`src/rtl/rx_silo_pkg.sv`:
```
package rx_silo_pkg;
  localparam int CHAR_W = 8;
  localparam int LINE_W = 4;

  typedef struct packed {
    logic              valid;
    logic              ovr_err;
    logic              frm_err;
    logic              par_err;
    logic [LINE_W-1:0] line;
    logic [CHAR_W-1:0] chr;
  } silo_entry_t;

  localparam int ENTRY_W   = $bits(silo_entry_t);
  localparam int PAYLOAD_W = ENTRY_W - 1;
endpackage

```
`src/rtl/rx_silo_mem.sv`:
```
module rx_silo_mem #(
  parameter int DEPTH = 64,
  parameter int W     = 15
) (
  input  logic         clk_i,
  input  logic         rst_ni,
  input  logic         push_i,
  input  logic         pop_i,
  input  logic [W-1:0] wdata_i,
  output logic [W-1:0] rdata_o
);
  localparam int AW = $clog2(DEPTH);

  logic [W-1:0]  mem_q [DEPTH];
  logic [AW-1:0] wr_ptr_q, rd_ptr_q;

  function automatic logic [AW-1:0] wrap_inc(input logic [AW-1:0] p);
    return (p == AW'(DEPTH - 1)) ? '0 : p + AW'(1);
  endfunction

  always_ff @(posedge clk_i or negedge rst_ni) begin
    if (!rst_ni) begin
      wr_ptr_q <= '0;
      rd_ptr_q <= '0;
    end else begin
      if (push_i) wr_ptr_q <= wrap_inc(wr_ptr_q);
      if (pop_i)  rd_ptr_q <= wrap_inc(rd_ptr_q);
    end
  end

  // storage needs no reset; valid is derived from the fill count
  always_ff @(posedge clk_i) begin
    if (push_i) mem_q[wr_ptr_q] <= wdata_i;
  end

  assign rdata_o = mem_q[rd_ptr_q];
endmodule

```
`src/rtl/rx_silo_level.sv`:
```
module rx_silo_level #(
  parameter int DEPTH   = 64,
  parameter int ALARM_W = 6,
  localparam int FILL_W = $clog2(DEPTH + 1)
) (
  input  logic               clk_i,
  input  logic               rst_ni,
  input  logic               push_i,
  input  logic               pop_i,
  input  logic               alarm_we_i,
  input  logic [ALARM_W-1:0] alarm_val_i,
  output logic [FILL_W-1:0]  fill_o,
  output logic               full_o,
  output logic               empty_o,
  output logic               irq_o
);
  logic [FILL_W-1:0]  fill_q;
  logic [ALARM_W-1:0] alarm_q;

  always_ff @(posedge clk_i or negedge rst_ni) begin
    if (!rst_ni) begin
      fill_q <= '0;
    end else begin
      unique case ({push_i, pop_i})
        2'b10:   fill_q <= fill_q + FILL_W'(1);
        2'b01:   fill_q <= fill_q - FILL_W'(1);
        default: fill_q <= fill_q;
      endcase
    end
  end

  always_ff @(posedge clk_i or negedge rst_ni) begin
    if (!rst_ni)         alarm_q <= '0;
    else if (alarm_we_i) alarm_q <= alarm_val_i;
  end

  assign fill_o  = fill_q;
  assign full_o  = (fill_q == FILL_W'(DEPTH));
  assign empty_o = (fill_q == '0);
  assign irq_o   = (fill_q > FILL_W'(alarm_q));

  a_r2_fill_bounded: assert property (@(posedge clk_i) disable iff (!rst_ni)
    fill_q <= FILL_W'(DEPTH));

  a_r3_no_pop_when_empty: assert property (@(posedge clk_i) disable iff (!rst_ni)
    empty_o |-> !pop_i);

  a_r5_alarm_load: assert property (@(posedge clk_i) disable iff (!rst_ni)
    alarm_we_i |=> (irq_o == (fill_q > FILL_W'($past(alarm_val_i)))));
endmodule

```
`src/rtl/rx_silo_ovf.sv`:
```
module rx_silo_ovf (
  input  logic clk_i,
  input  logic rst_ni,
  input  logic set_i,
  input  logic clr_i,
  output logic flag_o
);
  logic flag_q;

  always_ff @(posedge clk_i or negedge rst_ni) begin
    if (!rst_ni)     flag_q <= 1'b0;
    else if (set_i)  flag_q <= 1'b1;
    else if (clr_i)  flag_q <= 1'b0;
  end

  assign flag_o = flag_q;

  a_r7_sticky: assert property (@(posedge clk_i) disable iff (!rst_ni)
    (flag_o && !clr_i) |=> flag_o);

  a_r7_set_wins: assert property (@(posedge clk_i) disable iff (!rst_ni)
    set_i |=> flag_o);

  a_r7_clear: assert property (@(posedge clk_i) disable iff (!rst_ni)
    (clr_i && !set_i) |=> !flag_o);
endmodule

```
`src/rtl/rx_silo.sv`:
```
module rx_silo
  import rx_silo_pkg::*;
#(
  parameter int DEPTH   = 64,
  parameter int ALARM_W = 6
) (
  input  logic                         clk_i,
  input  logic                         rst_ni,
  input  logic                         wr_en_i,
  input  logic [CHAR_W-1:0]            wr_char_i,
  input  logic [LINE_W-1:0]            wr_line_i,
  input  logic                         wr_par_err_i,
  input  logic                         wr_frm_err_i,
  input  logic                         wr_ovr_i,
  input  logic                         rd_en_i,
  output logic [ENTRY_W-1:0]           rd_entry_o,
  output logic [$clog2(DEPTH+1)-1:0]   fill_o,
  input  logic                         alarm_we_i,
  input  logic [ALARM_W-1:0]           alarm_val_i,
  output logic                         rx_irq_o,
  output logic                         ovf_o,
  input  logic                         ovf_clr_i
);
  localparam int FILL_W = $clog2(DEPTH + 1);

  logic                 full, empty, push, pop, drop;
  logic [PAYLOAD_W-1:0] wdata, rdata;
  silo_entry_t          wr_entry, head;

  // a full silo still takes a write when the same cycle frees a slot
  assign pop  = rd_en_i && !empty;
  assign push = wr_en_i && (!full || rd_en_i);
  assign drop = wr_en_i && full && !rd_en_i;

  always_comb begin
    wr_entry         = '0;
    wr_entry.chr     = wr_char_i;
    wr_entry.line    = wr_line_i;
    wr_entry.par_err = wr_par_err_i;
    wr_entry.frm_err = wr_frm_err_i;
    wr_entry.ovr_err = wr_ovr_i;
  end
  assign wdata = wr_entry[PAYLOAD_W-1:0];

  rx_silo_mem #(.DEPTH(DEPTH), .W(PAYLOAD_W)) u_mem (
    .clk_i   (clk_i),
    .rst_ni  (rst_ni),
    .push_i  (push),
    .pop_i   (pop),
    .wdata_i (wdata),
    .rdata_o (rdata)
  );

  rx_silo_level #(.DEPTH(DEPTH), .ALARM_W(ALARM_W)) u_level (
    .clk_i       (clk_i),
    .rst_ni      (rst_ni),
    .push_i      (push),
    .pop_i       (pop),
    .alarm_we_i  (alarm_we_i),
    .alarm_val_i (alarm_val_i),
    .fill_o      (fill_o),
    .full_o      (full),
    .empty_o     (empty),
    .irq_o       (rx_irq_o)
  );

  rx_silo_ovf u_ovf (
    .clk_i  (clk_i),
    .rst_ni (rst_ni),
    .set_i  (drop),
    .clr_i  (ovf_clr_i),
    .flag_o (ovf_o)
  );

  always_comb begin
    head = empty ? '0 : silo_entry_t'({1'b1, rdata});
  end
  assign rd_entry_o = head;

  a_r1_valid_tracks_fill: assert property (@(posedge clk_i) disable iff (!rst_ni)
    rd_entry_o[ENTRY_W-1] == (fill_o != '0));

  a_r4_empty_read_keeps_zero: assert property (@(posedge clk_i) disable iff (!rst_ni)
    (rd_en_i && !wr_en_i && fill_o == '0) |=> (fill_o == '0));

  a_r6_drop_keeps_full: assert property (@(posedge clk_i) disable iff (!rst_ni)
    (wr_en_i && !rd_en_i && fill_o == FILL_W'(DEPTH)) |=> (fill_o == FILL_W'(DEPTH)) && ovf_o);

  a_r8_full_swap: assert property (@(posedge clk_i) disable iff (!rst_ni)
    (wr_en_i && rd_en_i && fill_o == FILL_W'(DEPTH) && !ovf_o && !ovf_clr_i)
      |=> (fill_o == FILL_W'(DEPTH)) && !ovf_o);

  a_r3_write_increments: assert property (@(posedge clk_i) disable iff (!rst_ni)
    (wr_en_i && !rd_en_i && fill_o < FILL_W'(DEPTH)) |=> (fill_o == $past(fill_o) + FILL_W'(1)));
endmodule

```
`config.mk`:
```
export PLATFORM = sky130hd
export DESIGN_NAME = rx_silo
export DESIGN_NICKNAME = d
export VERILOG_FILES = /design/src/rtl/rx_silo_pkg.sv /design/src/rtl/rx_silo_mem.sv /design/src/rtl/rx_silo_level.sv /design/src/rtl/rx_silo_ovf.sv /design/src/rtl/rx_silo.sv
export SDC_FILE = /design/constraint.sdc
export NUM_CORES = 1
export LEC_CHECK = 0
export ABC_AREA = 1
export BUFFER_PORTS_ARGS = -buffer_cell sky130_fd_sc_hd__buf_2
export CAP_MARGIN = 20
export CORE_MARGIN = 4
export CORE_UTILIZATION = 40
export DETAILED_ROUTE_END_ITERATION = 16
export GPL_ROUTABILITY_DRIVEN = 0
export MAX_ROUTING_LAYER = met4
export PLACE_DENSITY_LB_ADDON = 0.1
export SETUP_SLACK_MARGIN = 0.05
export SLEW_MARGIN = 10
export SYNTH_ARGS = -nofsm -noshare
export SYNTH_HDL_FRONTEND = slang
export SYNTH_HIERARCHICAL = 1
export SYNTH_SLANG_ARGS = --single-unit
```
`constraint.sdc`:
```
create_clock -name clk_i -period 3.58 [get_ports clk_i]
set_input_delay 0.716 -clock clk_i [delete_from_list [all_inputs] [get_ports clk_i]]
set_output_delay 0.716 -clock clk_i [all_outputs]
set_load 0.01 [all_outputs]
```
# Word-level counts from Yosys, hierarchy flattened
# Memory sizes are Yosys's and may differ from the RTL's.
# Cells that the tools add are included.
word_totals:
  inputBits: 27
  word_cells: 35
  reg_bits: 26
  ramBits: 960
  n_memories: 1
memory_table:
  columns: ["memory", "words", "word_bits", "read_ports", "rd_clocked_by_memory_dff", "write_ports", "line_no", "rtl"]
  rows:
  - ["u_mem.mem_q", 64, 15, 1, 0, 1, "rx_silo_mem.sv:14", "logic [W-1:0] mem_q [DEPTH];"]
classes:
  reduce_logical: 11
  add_sub_neg: 4
  n_lt_le_gt_ge: 1
  muxes: 8
  eq_ne: 5
op_table:
  columns: ["operator", "n"]
  rows:
  - ["16-bit 2-to-1 mux", 1]
  - ["7-bit case mux with 2 select lines", 1]
  - ["6-bit by 1-bit adder with 6-bit output (second input constant)", 2]
  - ["6-bit equality test (second input constant)", 2]
  - ["6-bit 2-to-1 mux", 2]
  - ["7-bit by 1-bit adder with 7-bit output (second input constant)", 1]
  - ["7-bit equality test (second input constant)", 1]
  - ["7-bit by 6-bit greater-than comparator with 1-bit output", 1]
  - ["7-bit zero test", 1]
  - ["7-bit by 1-bit subtractor with 7-bit output (second input constant)", 1]
  - ["1-bit logical AND", 4]
  - ["1-bit 2-to-1 mux", 4]
  - ["2-bit nonzero test", 2]
  - ["1-bit zero test", 3]
  - ["2-bit by 1-bit equality test with 1-bit output (second input constant)", 1]
  - ["2-bit equality test (second input constant)", 1]
  - ["1-bit logical OR", 1]

# Longest topological paths before layout
# Gate-level depths: netlist of the first run.
depth:
  ltp_word: 6
  depth_mapped: 17

# Modules after synthesis
# The synthesis of the first run kept the hierarchy.
modules_own_cells:
  columns: ["mod", "n_inst", "seq_area_each_um2", "area_per_inst_um2", "cells_each"]
  rows:
  - ["rx_silo_mem", 1, 29127.9, 40784.1, 3745]
  - ["rx_silo_level", 1, 325.3, 1003.5, 144]
  - ["rx_silo", 1, 0.0, 166.4, 39]
  - ["rx_silo_ovf", 1, 25.0, 40.0, 5]

# Worst setup path before layout of the first run
# Ideal clock, no wire load.
synth_path:
  path_type: "register to register"
  from: "register u_level.fill_q[6], in the netlist u_level/fill_o[6]"
  to: "memory u_mem.mem_q[0][0] (enable)"
  stages_incl_launch_ff: 7
  synth_period_minus_slack_ns: 2.601
  setup_slack_ns: 0.979
  n_path_buf: 2
  arrival_time_ns: 2.214
  cell_sequence: "dfrtp_1 clkbuf_1 nor3b_1 a21oi_1 clkbuf_1 nand2_1 nor2_1"
synth_between:
  elab_chain_cells: 6
synth_lines:
  columns: ["item", "line_no", "rtl"]
  rows:
  - ["start: declaration", "rx_silo_level.sv:17", "logic [FILL_W-1:0] fill_q;"]
  - ["start signal: assignment", "rx_silo_level.sv:25", "2'b10: fill_q <= fill_q + FILL_W'(1);"]
  - ["start signal: assignment", "rx_silo_level.sv:26", "2'b01: fill_q <= fill_q - FILL_W'(1);"]
  - ["start signal: assignment", "rx_silo_level.sv:27", "default: fill_q <= fill_q;"]
  - ["7-bit equality test", "rx_silo_level.sv:38", "assign full_o = (fill_q == FILL_W'(DEPTH));"]
  - ["via full", "rx_silo.sv:26", "logic full, empty, push, pop, drop;"]
  - ["1-bit zero test", "rx_silo.sv:32", "assign push = wr_en_i && (!full || rd_en_i);"]
  - ["1-bit logical OR", "rx_silo.sv:32", null]
  - ["1-bit logical AND", "rx_silo.sv:32", null]
  - ["via push", "rx_silo.sv:26", null]
  - ["1-bit 2-to-1 mux", "rx_silo_mem.sv:33", "if (push_i) mem_q[wr_ptr_q] <= wdata_i;"]
  - ["1-bit 2-to-1 mux (implied by the code)", "rx_silo_mem.sv:33", null]
  - ["end: declaration", "rx_silo_mem.sv:14", null]
# The timed path passes the listed nets, and every way through them passes these cells.

# Worst setup path in the final report of the first run
layout_path:
  from: "register u_mem.rd_ptr_q[0]"
  to: "output rd_entry_o[1]"
layout_between:
  elab_chain_cells: 2
layout_lines:
  columns: ["item", "line_no", "rtl"]
  rows:
  - ["start: declaration", "rx_silo_mem.sv:15", "logic [AW-1:0] wr_ptr_q, rd_ptr_q;"]
  - ["start signal: assignment", "rx_silo_mem.sv:27", "if (pop_i) rd_ptr_q <= wrap_inc(rd_ptr_q);"]
  - ["memory 64 x 15 bit", null, null]
  - ["via rdata[1]", "rx_silo.sv:27", "logic [PAYLOAD_W-1:0] wdata, rdata;"]
  - ["16-bit 2-to-1 mux", "rx_silo.sv:76", "head = empty ? '0 : silo_entry_t'({1'b1, rdata});"]
  - ["end: declaration", "rx_silo.sv:16", "output logic [ENTRY_W-1:0] rd_entry_o,"]
# The timed path passes the listed nets, and every way through them passes these cells.

==> summary.txt, run 1 <==
Run status
  – Run status: finished with violations
  – Violations in the final reports: setup timing

Power
  – Total Power Consumption: 0.03843 W
  – Static power due to leakage: 19.59 nW
  – Total power density per cell area: 785.5 nW/µm²
  – Worst-case vdd ir drop: 0.6479 mV

Layout
  – Number of nets in the layout: 4142
  – Layout cells sized above 1: 0.1163
  – Area growth from synthesis to layout: 16.51%
  – Fill cell instance count of the final layout: 9661
  – Final standard cell utilization of the core: 0.4707
  – Number of cells in the finished layout apart from fillers: 5568

STA
  – Final Cycle Share: 1.054
  – Worst slew margin relative to its limit: 0.3100
  – Worst Tran Pin Value: 1.035 ns
  – Number of failing setup endpoints in the final timing report: 15
  – Setup repair after global routing missed its margin: yes
  – Final Hold Fails: 0
  – Accumulated negative setup slack: -1.991 ns
  – Setup slack after layout: -0.1933 ns
  – Number of max-slew violations in the final report: 0
  – Achievable frequency: 265.0 MHz
  – Final worst path period need: 3.773 ns
  – Worst Skew: 0.02567 ns

Synthesis
  – Number of warnings issued by yosys: 6
  – Proportion of synthesized flip-flops having asynchronous set or reset: 0.02637
  – Gate count after technology mapping: 3933
  – Avg Cell Area, Syn: 10.68 µm²
  – Number of storage elements in the synthesis netlist: 986
  – Share of the synthesized area in the top cell type: 0.6865
  – Post-synth design cell area: 41990 µm²
  – Mapped Nets: 3971
  – Fraction of the yosys area taken by sequential cells: 0.7020
  – Leading cell types by count after synthesis: sky130_fd_sc_hd__nand2_1, sky130_fd_sc_hd__edfxtp_1, sky130_fd_sc_hd__nand3_1, sky130_fd_sc_hd__inv_1, sky130_fd_sc_hd__buf_2
  – Dominant cell type by area after synthesis: sky130_fd_sc_hd__edfxtp_1
  – Number of enable flip-flop cells after synthesis: 960
  – Count of unique library cells instantiated by Yosys: 30
  – Most numerous cell in the Yosys netlist: sky130_fd_sc_hd__nand2_1
  – Dominant synthesized flop cell: sky130_fd_sc_hd__edfxtp_1
  – Synth area leaders: sky130_fd_sc_hd__edfxtp_1, sky130_fd_sc_hd__nand2_1, sky130_fd_sc_hd__nand3_1, sky130_fd_sc_hd__inv_1, sky130_fd_sc_hd__buf_2

Clock network
  – H-tree level count: 3
  – Number of buffers created by CTS: 104
  – Clock-pin slew of the registers on the worst-case setup and hold paths: 0.06 ns
  – Worst skew pair latency: 0.68 ns
  – CTS tree: built
  – Number of buffers between clock root and the deepest sink: 3
  – Library cell used as clock root buffer: sky130_fd_sc_hd__clkbuf_16
  – TritonCTS Sinks: 986
  – Post-CTS Hold Buffers: 0

Detailed routing
  – Number of vias after detailed routing: 28.58k
  – 1st-pass router iterations: 5
  – Mean number of vias per cell: 5.133
  – Initial DRC count: 2611
  – Post-detailed-route count of antenna-violating nets: 0
  – Average wire length per cell after detail routing: 22.80 µm
  – Final routed wirelength across all metal layers: 127.0 mm
  – Count of unresolved DRC violations after routing: 0

Global routing
  – Wire length of the first global-routing pass: 187.3 mm
  – Vias in the first global route: 27.22k
  – Aggregate global-route resource usage: 0.2335
  – Antenna violations before repair: 1
  – Largest net degree at the start of global routing: 69
  – Leftover overflow at the end of global routing: 0

Run
  – MaxCap Viol Count: 0

Worst setup path
  – Launch point of the worst reg-to-reg path: u_level/fill_o[1]
  – Data required time at the worst endpoint: 2.86 ns
  – Launch point of the critical path: u_mem/rd_ptr_q[0]
  – Start-to-end type of the worst setup path: reg2out
  – Endpoint class of the critical path: primary output
  – Type of origin of the critical path: register
  – Arrival time reported for the critical path endpoint: 3.06 ns
  – Peak fanout along the critical path: 28

Place
  – Pre-CTS worst setup slack: 0.3414 ns
  – Placed insts: 5343
  – Sum of net half-perimeters after detailed placement: 71.19 mm
  – Buffers on Ports: 51

Floorplanning
  – Io pins: 52
  – Effective utilization at floorplan: 0.4040
  – Die area: 110200 µm²
  – Width of the chip: 332.0 µm
  – Floorplan core area: 103900 µm²
  – Number of placement rows: 118
  – Vert. Die Dim: 332.0 µm

Hold path
  – Tightest Hold Check Type: in2async
-- flip-flops by register name, summed over array words and instances (netlist names) --
signal	flops
u_ovf/flag_o	1
u_mem/rd_ptr_q	6
u_mem/wr_ptr_q	6
u_level/fill_o	7
u_level/alarm_q	6
u_mem/mem_q	960
-- cell families after synthesis --
family / after synthesis / synth area share
buf+inv: 600 / 0.06051
compound gates: 30 / 0.003873
mux: 1 / 0.0002681
simple gates: 2299 / 0.2289
xor+xnor: 6 / 0.001251
flops: 986 / 0.7020
fa+ha+maj: 11 / 0.003277
-- worst paths after layout --
check,to,slack [ns],cells after the start
setup / recovery,rd_entry_o[1],-0.19,15
hold / removal,u_level/alarm_q[4],0.12,1
setup reg to reg,u_mem/mem_q[20][0],0.84,8
hold reg to reg,u_ovf/flag_o,0.47,2
max in group asynchronous,u_mem/rd_ptr_q[0],2.88,1
min in group clk_i,u_level/alarm_q[5],0.26,3
-- metal layers --
layer | GRT usage | share of wire | up-vias
met5 | - | 0 | -
met4 | 0.05755 | 0.022 | 0
met3 | 0.02766 | 0.058 | 156
met2 | 0.3642 | 0.47 | 841
met1 | 0.3292 | 0.45 | 14106
li1 | - | - | 13477
-- worst max-delay path, cell delays in order, from the launching register on --
cell	delay (ns)
sky130_fd_sc_hd__dfrtp_4	0.57
sky130_fd_sc_hd__buf_12	0.21
sky130_fd_sc_hd__buf_16	0.20
sky130_fd_sc_hd__nand2_1	0.09
sky130_fd_sc_hd__nand2_1	0.09
sky130_fd_sc_hd__nand2_1	0.05
sky130_fd_sc_hd__nand3_1	0.15
sky130_fd_sc_hd__nand3_1	0.24
sky130_fd_sc_hd__nand2_1	0.13
sky130_fd_sc_hd__nand2_1	0.07
sky130_fd_sc_hd__nand2_2	0.12
sky130_fd_sc_hd__inv_1	0.05
sky130_fd_sc_hd__nand2_1	0.12
sky130_fd_sc_hd__inv_1	0.05
sky130_fd_sc_hd__nor2_1	0.08
sky130_fd_sc_hd__buf_2	0.14
-- layout make-up --
cell class | instances | area [µm²] | area share
clock buffer | 139 | 2798 | 0.05718
tap | 1380 | 1727 | 0.03529
multi-input combinational | 2347 | 10170 | 0.2079
timing repair buffer | 275 | 2917 | 0.05961
antenna | 1 | 2.502 | 0.00005114
sequential | 986 | 29490 | 0.6027
timing repair inverter | 3 | 45.04 | 0.0009206
clock inverter | 50 | 286.5 | 0.005856
inverter | 387 | 1490 | 0.03046
-- placed cells by master (no fill, tap or decap), drive strengths merged, types with 3 or more instances in the layout --
master / count
bufbuf: 8
edfxtp: 960
nand4: 4
clkinv: 45
buf: 266
o21ai: 15
inv: 391
a21oi: 9
clkbuf: 140
xor2: 4
ha: 11
dfrtp: 26
nand2: 1429
nand3: 751
o22ai: 3
nor2: 110
nor3: 4
-- where the power goes --
group / switching (W) / total (W) / internal, W / leakage (nW)
Combinational: 0.0102 / 0.0150 / 0.00484 / 9.13
Sequential: 0.000273 / 0.0134 / 0.0131 / 8.94
Clock: 0.00444 / 0.0100 / 0.00559 / 1.51
-- metrics by stage --
stage	hold slack [ns]	cell area, µm²
final	0.1158	48930
after global routing	0.1595	48930
after CTS	0.1163	48820
after detailed placement	0.4629	44810
after global placement	0.4483	44810
after floorplan	0.4204	41990
-- repair_timing --
action                     in CTS  in global routing
gates cloned                   16                  1
pin swaps                       1                  0
setup buffers                  14                  4
setup endpoints to repair      15                 15
gates resized for setup        87                 11
hold endpoints to repair        0                  0
Power figures use the tool's default switching activity.
==> run 2: changes to the inputs <==
==> constraint.sdc (replaced) <==
create_clock -name clk_i -period 3.7 [get_ports clk_i]
set_input_delay 0.74 -clock clk_i [delete_from_list [all_inputs] [get_ports clk_i]]
set_output_delay 0.74 -clock clk_i [all_outputs]
set_load 0.01 [all_outputs]
==> summary.txt, run 2 (synthesized netlist as in run 1, its figures left out) <==
Worst setup path
  – Terminus of the critical flop-to-flop path: u_level/fill_o[6]
  – Reg2Reg Setup Slack: 0.63 ns (-0.21 ns)
  – Number of cell instances on the worst register-to-register path: 17 (+9)
  – Type of origin of the critical path: register
  – Launch point of the worst reg-to-reg path: u_level/fill_o[1]
  – Start-to-end type of the worst setup path: reg2out
  – Peak fanout along the critical path: 16 (-43%)
  – Arrival time reported for the critical path endpoint: 2.91 ns (-0.15 ns)
  – Launch point of the critical path: u_mem/rd_ptr_q[0]
  – Endpoint of the worst setup timing path: rd_entry_o[9]
  – Endpoint class of the critical path: primary output
  – Data required time at the worst endpoint: 2.96 ns (+0.10 ns)

Global routing
  – Met2 Track Usage GR: 0.3708 (+0.006622)
  – Wire length of the first global-routing pass: 187.8 mm (+0.27%)
  – Leftover overflow at the end of global routing: 0 (unchanged)
  – Layer with the highest usage after global routing: met2
  – Met1 Track Usage GR: 0.3235 (-0.005739)
  – Antenna violations before repair: 1 (unchanged)
  – Largest net degree at the start of global routing: 67 (-2.9%)
  – Vias in the first global route: 27.52k (+1.1%)
  – Met3 global-route usage: 0.03542 (+0.007760)
  – Aggregate global-route resource usage: 0.2359 (+0.002326)

STA
  – Worst Tran Pin Value: 0.9960 ns (-0.03900 ns)
  – Setup repair after global routing missed its margin: yes
  – Final Hold Fails: 0 (unchanged)
  – Number of failing setup endpoints in the final timing report: 0 (-15)
  – Number of max-slew violations in the final report: 0 (unchanged)
  – Worst Skew: 0.03059 ns (+0.004919 ns)
  – Worst slew margin relative to its limit: 0.3360 (+0.02600)
  – Final worst path period need: 3.649 ns
  – Achievable frequency: 274.1 MHz
  – Final Cycle Share: 0.9862

Layout
  – Number of cells in the finished layout apart from fillers: 5604 (+0.65%)
  – Layout cells sized above 1: 0.1660 (+0.04968)
  – Most used cells in the layout excluding fill and tap cells: sky130_fd_sc_hd__nand2_1, sky130_fd_sc_hd__edfxtp_1, sky130_fd_sc_hd__nand3_1
  – Number of nets in the layout: 4167 (+0.60%)
  – Register bank with the most flops: u_mem/mem_q
  – Area growth from synthesis to layout: 20.84%
  – Most common cell after layout, fill and taps aside: sky130_fd_sc_hd__nand2_1
  – Number of flip-flops under the largest register name: 960 (unchanged)
  – Final standard cell utilization of the core: 0.4882 (+0.01749)

Detailed routing
  – Final routed wirelength across all metal layers: 130.7 mm (+3.0%)
  – Initial DRC count: 2768 (+6.0%)
  – Post-detailed-route count of antenna-violating nets: 0 (unchanged)
  – Count of unresolved DRC violations after routing: 0 (unchanged)
  – Number of vias after detailed routing: 28.85k (+0.93%)
  – Mean number of vias per cell: 5.147 (+0.28%)
  – Average wire length per cell after detail routing: 23.33 µm (+2.3%)
  – 1st-pass router iterations: 5 (unchanged)

Place
  – Buffers on Ports: 51 (unchanged)
  – Placed insts: 5327 (-0.30%)
  – Sum of net half-perimeters after detailed placement: 70.61 mm (-0.82%)

Clock network
  – Library cell used as clock root buffer: sky130_fd_sc_hd__clkbuf_16
  – Number of buffers between clock root and the deepest sink: 3 (unchanged)
  – H-tree level count: 3 (unchanged)
  – Worst skew pair latency: 0.70 ns (+0.02 ns)
  – TritonCTS Sinks: 986 (unchanged)
  – Number of buffers created by CTS: 108 (+3.8%)
  – CTS tree: built
  – Clock-pin slew of the registers on the worst-case setup and hold paths: 0.06 ns (about the same)
  – Post-CTS Hold Buffers: 0 (unchanged)

Floorplanning
  – Io pins: 52 (unchanged)
  – Floorplan core area: 103900 µm² (unchanged)
  – Vert. Die Dim: 332.0 µm (unchanged)
  – Width of the chip: 332.0 µm (unchanged)
  – Number of placement rows: 118 (unchanged)
  – Die area: 110200 µm² (unchanged)
  – Effective utilization at floorplan: 0.4040 (unchanged)

Power
  – Static power due to leakage: 20.27 nW (+3.5%)
  – Total power density per cell area: 787.9 nW/µm² (+0.31%)
  – Worst-case vdd ir drop: 0.6352 mV (-2.0%)

Run status
  – Run status: finished clean

Hold path
  – Tightest Hold Check Type: in2async

Run
  – MaxCap Viol Count: 0 (unchanged)
run 2: worst min path at each step:
| stage | startpoint | to | slack, ns | depth (start not counted) |
|---|---|---|---|---|
| 2_1_floorplan | rst_ni | u_level/alarm_q[0] | 0.44 | 0 |
| 3_3_place_gp | u_ovf/flag_o | u_ovf/flag_o | 0.45 | 2 |
| 3_5_place_dp | u_ovf/flag_o | u_ovf/flag_o | 0.46 | 2 |
| 4_1_cts | rst_ni | u_level/fill_o[1] | 0.08 | 1 |
| 5_1_grt | rst_ni | u_level/fill_o[1] | 0.12 | 1 |
| 6_report | rst_ni | u_level/fill_o[1] | 0.1 | 1 |
run 2: worst max-delay path, stage by stage, from the launching register on:
cell and delay, ns:
sky130_fd_sc_hd__dfrtp_4 0.50, sky130_fd_sc_hd__buf_12 0.17, sky130_fd_sc_hd__buf_8 0.15, sky130_fd_sc_hd__bufbuf_16 0.29, sky130_fd_sc_hd__nand2_1 0.08, sky130_fd_sc_hd__nand3_1 0.08, sky130_fd_sc_hd__nand3_1 0.15, sky130_fd_sc_hd__nand3_2 0.12
sky130_fd_sc_hd__nand2_2 0.12, sky130_fd_sc_hd__nand2_4 0.07, sky130_fd_sc_hd__nand2_8 0.10, sky130_fd_sc_hd__inv_2 0.05, sky130_fd_sc_hd__nand2_4 0.06, sky130_fd_sc_hd__inv_1 0.04, sky130_fd_sc_hd__nor2_1 0.08, sky130_fd_sc_hd__buf_2 0.14
run 2: where the power goes:
group          total (W)  internal, W  leakage [nW]  switching (W)
Sequential        0.0130       0.0127          8.94       0.000258
Clock             0.0106      0.00608          1.69        0.00451
Combinational     0.0164      0.00562          9.63         0.0108
run 2: per-stage QoR:
step / total power, W / setup TNS [ns] / worst slack, ns / area (µm²) / hold slack [ns]
3_3_place_gp: 0.02612 / 0 / 0.3762 / 44670 / 0.4507
5_1_grt: 0.04194 / -0.7164 / -0.07745 / 50740 / 0.1202
2_1_floorplan: 0.02076 / 0 / 1.080 / 41990 / 0.4444
6_report: 0.03999 / 0 / 0.05114 / 50750 / 0.09867
3_5_place_dp: 0.02609 / 0 / 0.3960 / 44670 / 0.4646
4_1_cts: 0.03919 / -0.1509 / -0.03105 / 49940 / 0.07734
run 2: metal layers:
layer / wire, µm / share of wire / vias up
met3: 7608 / 0.058 / 177
met4: 3202 / 0.024 / 0
met1: 57840 / 0.44 / 14236
met5: 0 / 0 / -
met2: 62070 / 0.47 / 857
li1: - / - / 13575
run 2: cell type report:
cell class | count | area, µm²
repair inverters | 7 | 126.4
repair buffers | 292 | 3503
clock buffers | 130 | 2828
diodes | 1 | 2.502
multi-input cells | 2347 | 10910
flip-flops and latches | 986 | 29490
inverters | 387 | 1509
clock inverters | 74 | 645.6
fillers | 9505 | 53190
well taps | 1380 | 1727
run 2: what timing repair did:
action	in CTS	in global routing
pin swaps	48	88
endpoints found under the setup margin	15	15
setup buffers	36	6
gates cloned	23	13
resized for setup	210	151
